<file path="config.mk">
export PLATFORM = sky130hd
export DESIGN_NAME = lpc_spi_rd_bridge
export DESIGN_NICKNAME = d
export VERILOG_FILES = /design/src/rtl/lpc_spi_pkg.sv /design/src/rtl/lpc_tgt_fsm.sv /design/src/rtl/spi_rd_master.sv /design/src/rtl/spi_rx_buf.sv /design/src/rtl/lpc_spi_rd_bridge.sv
export SDC_FILE = /design/constraint.sdc
export NUM_CORES = 1
export LEC_CHECK = 0
export ABC_AREA = 1
export BUFFER_PORTS_ARGS = -buffer_cell sky130_fd_sc_hd__buf_2
export CAP_MARGIN = 30
export CORE_MARGIN = 4
export CORE_UTILIZATION = 50
export DETAILED_ROUTE_END_ITERATION = 8
export GPL_TIMING_DRIVEN = 0
export PLACE_DENSITY = 0.74
export SLEW_MARGIN = 20
export SYNTH_ARGS = -nofsm -noshare
export SYNTH_HDL_FRONTEND = slang
export SYNTH_SLANG_ARGS = --single-unit
</file>
<file path="constraint.sdc">
create_clock -name clk -period 4.57 [get_ports clk]
set_input_delay 0.6855 -clock clk [delete_from_list [all_inputs] [get_ports clk]]
set_output_delay 0.6855 -clock clk [all_outputs]
set_load 0.02 [all_outputs]
</file>
<file path="src/rtl/lpc_spi_pkg.sv">
`timescale 1ns/1ps
package lpc_spi_pkg;
  localparam logic [3:0] LAD_START  = 4'h0;
  localparam logic [3:0] LAD_MEMRD  = 4'h4;
  localparam logic [3:0] SYNC_LWAIT = 4'h6;
  localparam logic [3:0] SYNC_READY = 4'h0;
  localparam logic [3:0] LAD_TURN   = 4'hF;
  localparam int unsigned HDR_BYTES = 5;   // opcode, 3 address bytes, dummy

  typedef enum logic [2:0] {
    LP_IDLE, LP_CYC, LP_ADDR, LP_TARI, LP_SYNC, LP_DATA, LP_TARO
  } lpc_st_e;

  typedef enum logic [1:0] {
    SP_IDLE, SP_XFER, SP_GAP
  } spi_st_e;
endpackage

</file>
<file path="src/rtl/lpc_tgt_fsm.sv">
`timescale 1ns/1ps
module lpc_tgt_fsm
  import lpc_spi_pkg::*;
#(
  parameter int unsigned RD_BYTES = 1
) (
  input  logic                  clk,
  input  logic                  rst_n,
  input  logic                  lframe_n,
  input  logic [3:0]            lad_in,
  input  logic                  rd_en,
  input  logic                  rx_ready,
  input  logic [8*RD_BYTES-1:0] rx_data,
  output logic [3:0]            lad_out,
  output logic                  lad_oe,
  output logic                  xfer_start,
  output logic                  xfer_abort,
  output logic [23:0]           xfer_addr
);
  localparam int unsigned NIB     = 2 * RD_BYTES;
  localparam int unsigned CNT_MAX = (NIB > 8) ? NIB : 8;
  localparam int unsigned CNT_W   = $clog2(CNT_MAX);

  lpc_st_e          st_q, st_d;
  logic [CNT_W-1:0] cnt_q, cnt_d;
  logic [19:0]      addr_sr_q;
  logic             addr_en;
  logic [3:0]       data_nib;

  // next state
  always_comb begin
    st_d       = st_q;
    cnt_d      = cnt_q;
    xfer_start = 1'b0;
    xfer_abort = 1'b0;
    if (!lframe_n) begin
      xfer_abort = (st_q == LP_TARI) || (st_q == LP_SYNC) ||
                   (st_q == LP_DATA) || (st_q == LP_TARO);
      st_d  = (lad_in == LAD_START) ? LP_CYC : LP_IDLE;
      cnt_d = '0;
    end else begin
      unique case (st_q)
        LP_IDLE: st_d = LP_IDLE;
        LP_CYC: begin
          st_d  = (lad_in == LAD_MEMRD && rd_en) ? LP_ADDR : LP_IDLE;
          cnt_d = '0;
        end
        LP_ADDR: begin
          if (cnt_q == CNT_W'(7)) begin
            st_d       = LP_TARI;
            cnt_d      = '0;
            xfer_start = 1'b1;
          end else begin
            cnt_d = cnt_q + 1'b1;
          end
        end
        LP_TARI: begin
          if (cnt_q == CNT_W'(1)) begin
            st_d  = LP_SYNC;
            cnt_d = '0;
          end else begin
            cnt_d = cnt_q + 1'b1;
          end
        end
        LP_SYNC: begin
          if (rx_ready) st_d = LP_DATA;
          cnt_d = '0;
        end
        LP_DATA: begin
          if (cnt_q == CNT_W'(NIB - 1)) begin
            st_d  = LP_TARO;
            cnt_d = '0;
          end else begin
            cnt_d = cnt_q + 1'b1;
          end
        end
        LP_TARO: begin
          if (cnt_q == CNT_W'(1)) begin
            st_d  = LP_IDLE;
            cnt_d = '0;
          end else begin
            cnt_d = cnt_q + 1'b1;
          end
        end
        default: st_d = LP_IDLE;
      endcase
    end
  end

  assign addr_en   = lframe_n && (st_q == LP_ADDR);
  assign xfer_addr = {addr_sr_q, lad_in};

  always_ff @(posedge clk or negedge rst_n) begin
    if (!rst_n) begin
      st_q      <= LP_IDLE;
      cnt_q     <= '0;
      addr_sr_q <= '0;
    end else begin
      st_q  <= st_d;
      cnt_q <= cnt_d;
      if (addr_en) addr_sr_q <= {addr_sr_q[15:0], lad_in};
    end
  end

  // nibble select: nibble k of the buffer is byte k/2, low half first
  always_comb begin
    data_nib = LAD_TURN;
    for (int i = 0; i < NIB; i++) begin
      if (cnt_q == CNT_W'(i)) data_nib = rx_data[4*i +: 4];
    end
  end

  always_comb begin
    lad_oe  = 1'b0;
    lad_out = LAD_TURN;
    unique case (st_q)
      LP_SYNC: begin
        lad_oe  = 1'b1;
        lad_out = rx_ready ? SYNC_READY : SYNC_LWAIT;
      end
      LP_DATA: begin
        lad_oe  = 1'b1;
        lad_out = data_nib;
      end
      LP_TARO: lad_oe = (cnt_q == '0);
      default: lad_oe = 1'b0;
    endcase
  end
endmodule

</file>
<file path="src/rtl/spi_rd_master.sv">
`timescale 1ns/1ps
module spi_rd_master
  import lpc_spi_pkg::*;
#(
  parameter int unsigned RD_BYTES = 1
) (
  input  logic        clk,
  input  logic        rst_n,
  input  logic        start,
  input  logic        abort,
  input  logic [23:0] addr,
  input  logic [7:0]  opcode,
  input  logic        spi_miso,
  output logic        spi_cs_n,
  output logic        spi_sck,
  output logic        spi_mosi,
  output logic        rx_cap,
  output logic        rx_done
);
  localparam int unsigned HDR_BITS = 8 * HDR_BYTES;
  localparam int unsigned TOT_BITS = 8 * (HDR_BYTES + RD_BYTES);
  localparam int unsigned BIT_W    = $clog2(TOT_BITS);

  spi_st_e             st_q, st_d;
  logic                cs_q, cs_d;
  logic                sck_q, sck_d;
  logic [HDR_BITS-1:0] tx_q, tx_d;
  logic [BIT_W-1:0]    bit_q, bit_d;
  logic                gap_q, gap_d;

  always_comb begin
    st_d    = st_q;
    cs_d    = cs_q;
    sck_d   = sck_q;
    tx_d    = tx_q;
    bit_d   = bit_q;
    gap_d   = gap_q;
    rx_cap  = 1'b0;
    rx_done = 1'b0;
    unique case (st_q)
      SP_IDLE: begin
        if (start && !abort) begin
          st_d  = SP_XFER;
          cs_d  = 1'b0;
          sck_d = 1'b0;
          bit_d = '0;
          tx_d  = {opcode, addr, 8'h00};  // address register loaded here
        end
      end
      SP_XFER: begin
        if (abort) begin
          st_d  = SP_GAP;
          cs_d  = 1'b1;
          sck_d = 1'b0;
          gap_d = 1'b0;
        end else if (!sck_q) begin
          sck_d  = 1'b1;
          rx_cap = (bit_q >= BIT_W'(HDR_BITS));
        end else begin
          sck_d = 1'b0;
          if (bit_q == BIT_W'(TOT_BITS - 1)) begin
            st_d    = SP_GAP;
            cs_d    = 1'b1;
            gap_d   = 1'b0;
            rx_done = 1'b1;
          end else begin
            bit_d = bit_q + 1'b1;
            tx_d  = {tx_q[HDR_BITS-2:0], 1'b0};
          end
        end
      end
      SP_GAP: begin
        if (gap_q) st_d = SP_IDLE;
        gap_d = 1'b1;
      end
      default: st_d = SP_IDLE;
    endcase
  end

  always_ff @(posedge clk or negedge rst_n) begin
    if (!rst_n) begin
      st_q  <= SP_IDLE;
      cs_q  <= 1'b1;
      sck_q <= 1'b0;
      tx_q  <= '0;
      bit_q <= '0;
      gap_q <= 1'b0;
    end else begin
      st_q  <= st_d;
      cs_q  <= cs_d;
      sck_q <= sck_d;
      tx_q  <= tx_d;
      bit_q <= bit_d;
      gap_q <= gap_d;
    end
  end

  assign spi_cs_n = cs_q;
  assign spi_sck  = sck_q;
  assign spi_mosi = tx_q[HDR_BITS-1];
endmodule

</file>
<file path="src/rtl/spi_rx_buf.sv">
`timescale 1ns/1ps
module spi_rx_buf #(
  parameter int unsigned RD_BYTES = 1
) (
  input  logic                  clk,
  input  logic                  rst_n,
  input  logic                  clr,
  input  logic                  cap,
  input  logic                  din,
  input  logic                  done,
  output logic [8*RD_BYTES-1:0] data,
  output logic                  ready
);
  localparam int unsigned W = 8 * RD_BYTES;

  logic [W-1:0] sr_q;
  logic         rdy_q;

  always_ff @(posedge clk or negedge rst_n) begin
    if (!rst_n) begin
      sr_q  <= '0;
      rdy_q <= 1'b0;
    end else begin
      if (cap) sr_q <= {sr_q[W-2:0], din};
      if (clr)       rdy_q <= 1'b0;
      else if (done) rdy_q <= 1'b1;
    end
  end

  // first byte received sits in the top of the shifter; present it as byte 0
  for (genvar i = 0; i < RD_BYTES; i++) begin : g_swap
    assign data[8*i +: 8] = sr_q[8*(RD_BYTES-1-i) +: 8];
  end

  assign ready = rdy_q;
endmodule

</file>
<file path="src/rtl/lpc_spi_rd_bridge.sv">
`timescale 1ns/1ps
module lpc_spi_rd_bridge #(
  parameter int unsigned RD_BYTES = 1
) (
  input  logic       clk,
  input  logic       rst_n,
  input  logic       rd_en,
  input  logic [7:0] rd_opcode,
  input  logic       lframe_n,
  input  logic [3:0] lad_in,
  output logic [3:0] lad_out,
  output logic       lad_oe,
  output logic       spi_cs_n,
  output logic       spi_sck,
  output logic       spi_mosi,
  input  logic       spi_miso
);
  logic [1:0]            rst_sync_q;
  logic                  rst_n_s;
  logic                  start, abort, cap, done, ready;
  logic [23:0]           addr;
  logic [8*RD_BYTES-1:0] rx_data;

  // asserted asynchronously, released on the clock
  always_ff @(posedge clk or negedge rst_n) begin
    if (!rst_n) rst_sync_q <= 2'b00;
    else        rst_sync_q <= {rst_sync_q[0], 1'b1};
  end
  assign rst_n_s = rst_sync_q[1];

  lpc_tgt_fsm #(.RD_BYTES(RD_BYTES)) u_lpc (
    .clk(clk), .rst_n(rst_n_s), .lframe_n(lframe_n), .lad_in(lad_in),
    .rd_en(rd_en), .rx_ready(ready), .rx_data(rx_data),
    .lad_out(lad_out), .lad_oe(lad_oe),
    .xfer_start(start), .xfer_abort(abort), .xfer_addr(addr)
  );

  spi_rd_master #(.RD_BYTES(RD_BYTES)) u_spi (
    .clk(clk), .rst_n(rst_n_s), .start(start), .abort(abort),
    .addr(addr), .opcode(rd_opcode), .spi_miso(spi_miso),
    .spi_cs_n(spi_cs_n), .spi_sck(spi_sck), .spi_mosi(spi_mosi),
    .rx_cap(cap), .rx_done(done)
  );

  spi_rx_buf #(.RD_BYTES(RD_BYTES)) u_buf (
    .clk(clk), .rst_n(rst_n_s), .clr(start | abort), .cap(cap),
    .din(spi_miso), .done(done), .data(rx_data), .ready(ready)
  );
endmodule

</file>
**Yosys cells after proc, flatten, opt, wreduce, memory -nomap -nowiden**

Index checks and enable logic that the tools add are counted.

- Add/subtract/negate cells: 2
- $lt $le $gt $ge: 1
- Equality and inequality tests: 25
- Multiplexer cells: 59
- Bitwise gates (word level): 1
- Reduce and logical (&&, ||, !) cells: 22

Operators with widths:

| operator | count |
|---|---|
| $mux W40 | 4 |
| $pmux W40 S2 | 1 |
| $mux W3 | 10 |
| $mux W6 | 4 |
| $mux W1 | 23 |
| $pmux W3 S6 | 1 |
| $eq A3 B3 Y1 const B | 4 |
| $mux W2 | 6 |
| $ne A3 B2 Y1 const B | 4 |
| $pmux W6 S2 | 1 |
| $reduce_and A5 Y1 | 2 |
| $ne A3 B3 Y1 const B | 3 |
| $pmux W3 S3 | 1 |
| $mux W4 | 2 |
| $pmux W1 S2 | 4 |
| $pmux W4 S2 | 1 |
| $reduce_and A4 Y1 | 2 |
| $add A6 B1 Y6 const B | 1 |
| $eq A3 B1 Y1 const B | 2 |
| $eq A3 B2 Y1 const B | 2 |
| $eq A6 B6 Y1 const B | 1 |
| $ge A6 B6 Y1 const B | 1 |
| $ne A2 B1 Y1 const B | 3 |
| $pmux W2 S3 | 1 |
| 18 further kinds | 26 |

- Flip-flop bits (word level): 88
- Input port bits: 17
- Output and inout port bits: 8
- Logic and storage cells: 122

**Depth between registers and ports, before layout**

- Depth after elaboration: 9
- Gate-level depth with buffers: 12
- Gate-level depth less buffers: 10

**Modules after synthesis**

Synthesis repeated with hierarchy kept, for this count alone.

- Cell total of the unflattened synthesis: 525
- Area, all modules: 4222.8 um^2

Modules (own cells, without submodules):

| module | instances | cells each | area each (um^2) | seq. area each (um^2) |
|---|---|---|---|---|
| spi_rd_master | 1 | 322 | 2401.1 | 1077.3 |
| lpc_tgt_fsm | 1 | 160 | 1418.9 | 650.6 |
| spi_rx_buf | 1 | 37 | 337.8 | 225.2 |
| lpc_spi_rd_bridge | 1 | 6 | 65.1 | 50.0 |

**Worst setup path before layout**

No wires, ideal clock.

- Path kind: reg-to-output
- Start point: register u_lpc.cnt_q[0]
- End point: output port lad_out[0]
- Arrival time: 1.390 ns
- Data required time: 3.885 ns
- Setup slack: 2.494 ns
- Stages on the path, launching flop included: 7
- Path buffers: 0
- Path through: dfrtp_1 > ha_1 > inv_1 > nor2_1 > inv_1 > o21ai_0 > o21ai_0

- Longest elaborated chain between the ends: 4
- Elaborated cells on any way between the ends: 5
- Classes of those cells: 1 x eq/ne; 3 x mux; 1 x reduce/logical

Ends and longest elaborated chain:

| what | line | text |
|---|---|---|
| start: declaration | lpc_tgt_fsm.sv:25 | `logic [CNT_W-1:0] cnt_q, cnt_d;` |
| start signal: assignment | lpc_tgt_fsm.sv:100 | `cnt_q <= cnt_d;` |
| $logic_not A3 Y1 | lpc_tgt_fsm.sv:109 | `if (cnt_q == CNT_W'(i)) data_nib = rx_data[4*i +: 4];` |
| $mux W4 | lpc_tgt_fsm.sv:109 |  |
| $mux W4 (*) | lpc_tgt_fsm.sv:109 |  |
| $pmux W4 S2 (*) | lpc_tgt_fsm.sv:116 | `unique case (st_q)` |
| end: declaration | lpc_spi_rd_bridge.sv:11 | `output logic [3:0] lad_out,` |

Mark *: on every way between the ends. The rest lies on a longest branch, timed or not.

**Final worst setup path**

- Start point: register u_lpc.cnt_q[1]
- End point: output port lad_out[2]

The elaborated chain is that of the path after synthesis.

==> results by group <==
Yosys
  • Mux cell area share after synthesis: 0
  • Top-count cell post-synth: nand2_1
  • Compound-cell area share of the yosys netlist: 0.08158
  • Largest area contributor in the netlist: dfrtp_1
  • Seq/Total Area, Yosys: 0.4681
  • Fraction of the mapped netlist area in adder cells: 0.02632
  • Post-synth top cells: 190 x nand2_1, 79 x dfrtp_1, 52 x inv_1, 50 x o21ai_0, 41 x nand3_1
  • Post-Synth Simple-Gate Area: 0.3322
  • Fraction of registers with async set/reset: 1.000
  • Syn Nets: 574
  • Post-Syn Area: 4279 um^2
  • Largest family of logic cells by synthesized area: simple AND/OR/NAND/NOR gates
  • Area contributors post-synth: dfrtp_1 46%, nand2_1 17%, o21ai_0 5.8%
  • Synth warn: 0
  • Yosys top cell area share: 0.4620
  • Synth unique cells: 34
  • Synth Area per Inst: 7.809 um^2
  • Seq cells post-synth: 80
  • Most used DFF post-synth: dfrtp_1
  • XOR/XNOR Fraction of Synth Area: 0.002047
  • Cell count after synthesis: 548
  • Post-synth EDFFs: 0

Setup path
  • Slowest-stage cell, CP: dfrtp_1
  • Reg2Reg Setup Slack: 2.43 ns
  • Crit-path cells: inv_1, ha_1, inv_1, nor2_1, inv_1, o21ai_0, o21ai_0, buf_2
  • Startpoint Class: flop
  • Critical Path Max Stage Delay: 0.41 ns
  • Crit path DAT: 1.78 ns
  • Worst EP required: 3.88 ns
  • Most Frequent Cell on Critical Path: inv_1
  • Critical R2R Capture: u_spi.tx_q[27]
  • Cells on worst reg2reg path: 8
  • Setup Crit Path Kind: flop to primary output
  • CP Buf/Inv Count: 4
  • CP top delay family: flip-flops
  • Crit end category: primary output
  • Setup crit start: u_lpc.cnt_q[1]
  • Worst R2R Start: u_spi.st_q[1]
  • Crit Path Max Fanout: 5

Pwr
  • Comb power frac: 0.377
  • Sequential Power Share: 0.386
  • Int Power: 1.397 mW
  • Worst vdd ir: 0.2756 mV
  • P_leak: approximately 2.4 nW
  • Sw Ratio: 0.4057
  • Pwr Density: between 400 and 500 nW/um^2
  • Clock power frac: 0.238
  • Sw power: 0.9536 mW

Die
  • Core ar.: 8258 um^2
  • Die W: 100.5 um
  • Die area: 10100 um^2
  • Die Y: 100.5 um
  • Row count: 33
  • # IOs: 25
  • Initial core utilization: 0.5182

Min path
  • Hold WC Path Type: input port to asynchronous set/reset pin

STA
  • Highest clock rate: 405.0 MHz
  • Final Setup Violations: 0
  • Slew Limit Fails: 0
  • Period utilisation layout: 0.5403
  • Clock skew: 0.01370 ns
  • Setup TNS: 0 ns
  • RSZ-0062 raised after global routing: no
  • Setup ws final: 2.101 ns
  • Final hold vios: 0
  • Post-layout min period: between 2 and 2.5 ns

Clock network
  • CTS Sinks: 80
  • Post-CTS Setup Repair Bufs: 0
  • Htree depth: 3
  • Root Buffer: clkbuf_8
  • Max Root-Sink Buffers: 2
  • Hold_buf cts: 0
  • # resized after CTS: 0
  • TritonCTS Buffers: 9
  • Worst skew pair latency: 0.37 ns
  • TritonCTS clock tree: built
  • Clock-pin slew on the worst setup and hold paths: ~0.090 ns

Global routing
  • Global-route wire length before repair: 16.50 mm
  • Gr usage total: 0.2029
  • Antenna violations before repair: 0
  • Number of global-route vias before repair: 3652
  • GRT overflow: 0
  • Largest net degree at the start of global routing: 56

Finish
  • Reg area: 2007 um^2
  • Synth-to-layout area growth: 11.52%
  • Ant. Diodes: 0
  • Fillers: 735
  • Nets: 610
  • Final Cell Area: about 4800 um^2
  • Area of the multi-input gates: 1896 um^2
  • Layout cells sized above 1: 0.1783

Placed design
  • Place WS: 2.420 ns
  • I/O Buffers: 24
  • Area of placed instances: 4562 um^2
  • GPL Wtd Cong: 0.8439
  • Final HPWL DP: 6.677 mm

Run
  • Max_cap viols: 0

Route
  • Wire per inst: between 10 and 15 um
  • Post-DRT Antenna Nets: 0
  • Vias: 3603
  • Pre-antenna DRT Iters: 7
  • Post-Route WL: 9.355 mm
  • First DRT Iteration DRCs: 185
  • DRC violation count after routing: 0
  • Vias/cell: between 5 and 6

Run status
  • Outcome: finished, final reports clean
## logic make-up (layout without fill, tap and decap cells)
logic type / Yosys count / after routing
DFF: 80 / 80
and+or+nand+nor: 309 / 309
other: 1 / 1
AOI/OAI and AO/OA: 67 / 67
xor gates and xnor gates: 1 / 1
adders and majority gates: 9 / 9
buffers and inverters: 81 / 122
## area by class of cell
class	count	area share
sequential	80	0.4206
multi-input combinational	387	0.3972
inverter	54	0.04247
buffer	27	0.03723
timing repair buffer	25	0.03094
tap	105	0.02753
clock buffer	9	0.02596
clock inverter	7	0.01809
## registers in the layout, summed over array words and instances (netlist names), 2 cells and up
register,count
u_spi.tx_q,32
u_buf.data,8
u_lpc.addr_sr_q,20
u_lpc.cnt_q,3
u_spi.st_q,2
rst_sync_q,2
u_spi.bit_q,6
u_lpc.st_q,3
## through the flow
step                utilization  power, mW  hold slack (ns)  instances
floorplan                     -      1.581           0.3312        548
global placement         0.5486      1.768           0.3440        677
detailed placement       0.5524      1.803           0.2421        678
CTS                      0.5779      2.366          0.06543        694
global route             0.5779      2.510          0.06013        694
finish                   0.5779      2.350          0.07886        694
## per-layer routing
layer  up-vias  track usage  routed length (um)
met1      1703       0.2814                4435
met2        81       0.3129                4305
met3        16      0.03875                 437
li1       1803            -                   -
met5         -            0                   0
met4         0      0.08394                 176
## placed cells by master, fill, tap and decap left out, drive strengths merged, types with 3 or more instances in the layout
master and instances:
a21oi 5, buf 43, clkbuf 18, dfrtp 79
ha 9, inv 57, nand2 215, nand3 56
nand3b 3, nand4 8, nor2 21, nor3 4
o21ai 58
## worst register-to-register path, cell delays in order (launching register included)
cell      delay (ns)
dfrtp_1         0.41
inv_1           0.09
ha_1            0.14
buf_2           0.21
buf_1           0.41
clkbuf_1        0.42
o21ai_0         0.19
nand3_1         0.12
nand2_1         0.06
## how the worst max path moves through the flow
stage                endpoint  slack [ns]  cells past startpoint
2_1_floorplan   u_buf.data[0]        2.18                      0
3_3_place_gp    u_buf.data[0]        1.27                      0
3_5_place_dp   u_spi.tx_q[22]        2.42                      8
4_1_cts            lad_out[2]        2.09                      8
5_1_grt            lad_out[2]        1.90                      8
6_report           lad_out[2]        2.10                      8
## power groups by stage
stage	combinational [mW]	clock, mW	sequential [mW]
2_1_floorplan	0.665	0	0.916
3_3_place_gp	0.846	0	0.922
3_5_place_dp	0.885	0	0.918
4_1_cts	0.887	0.573	0.907
5_1_grt	0.988	0.600	0.922
6_report	0.886	0.559	0.906
Power figures use the tool's default switching activity.
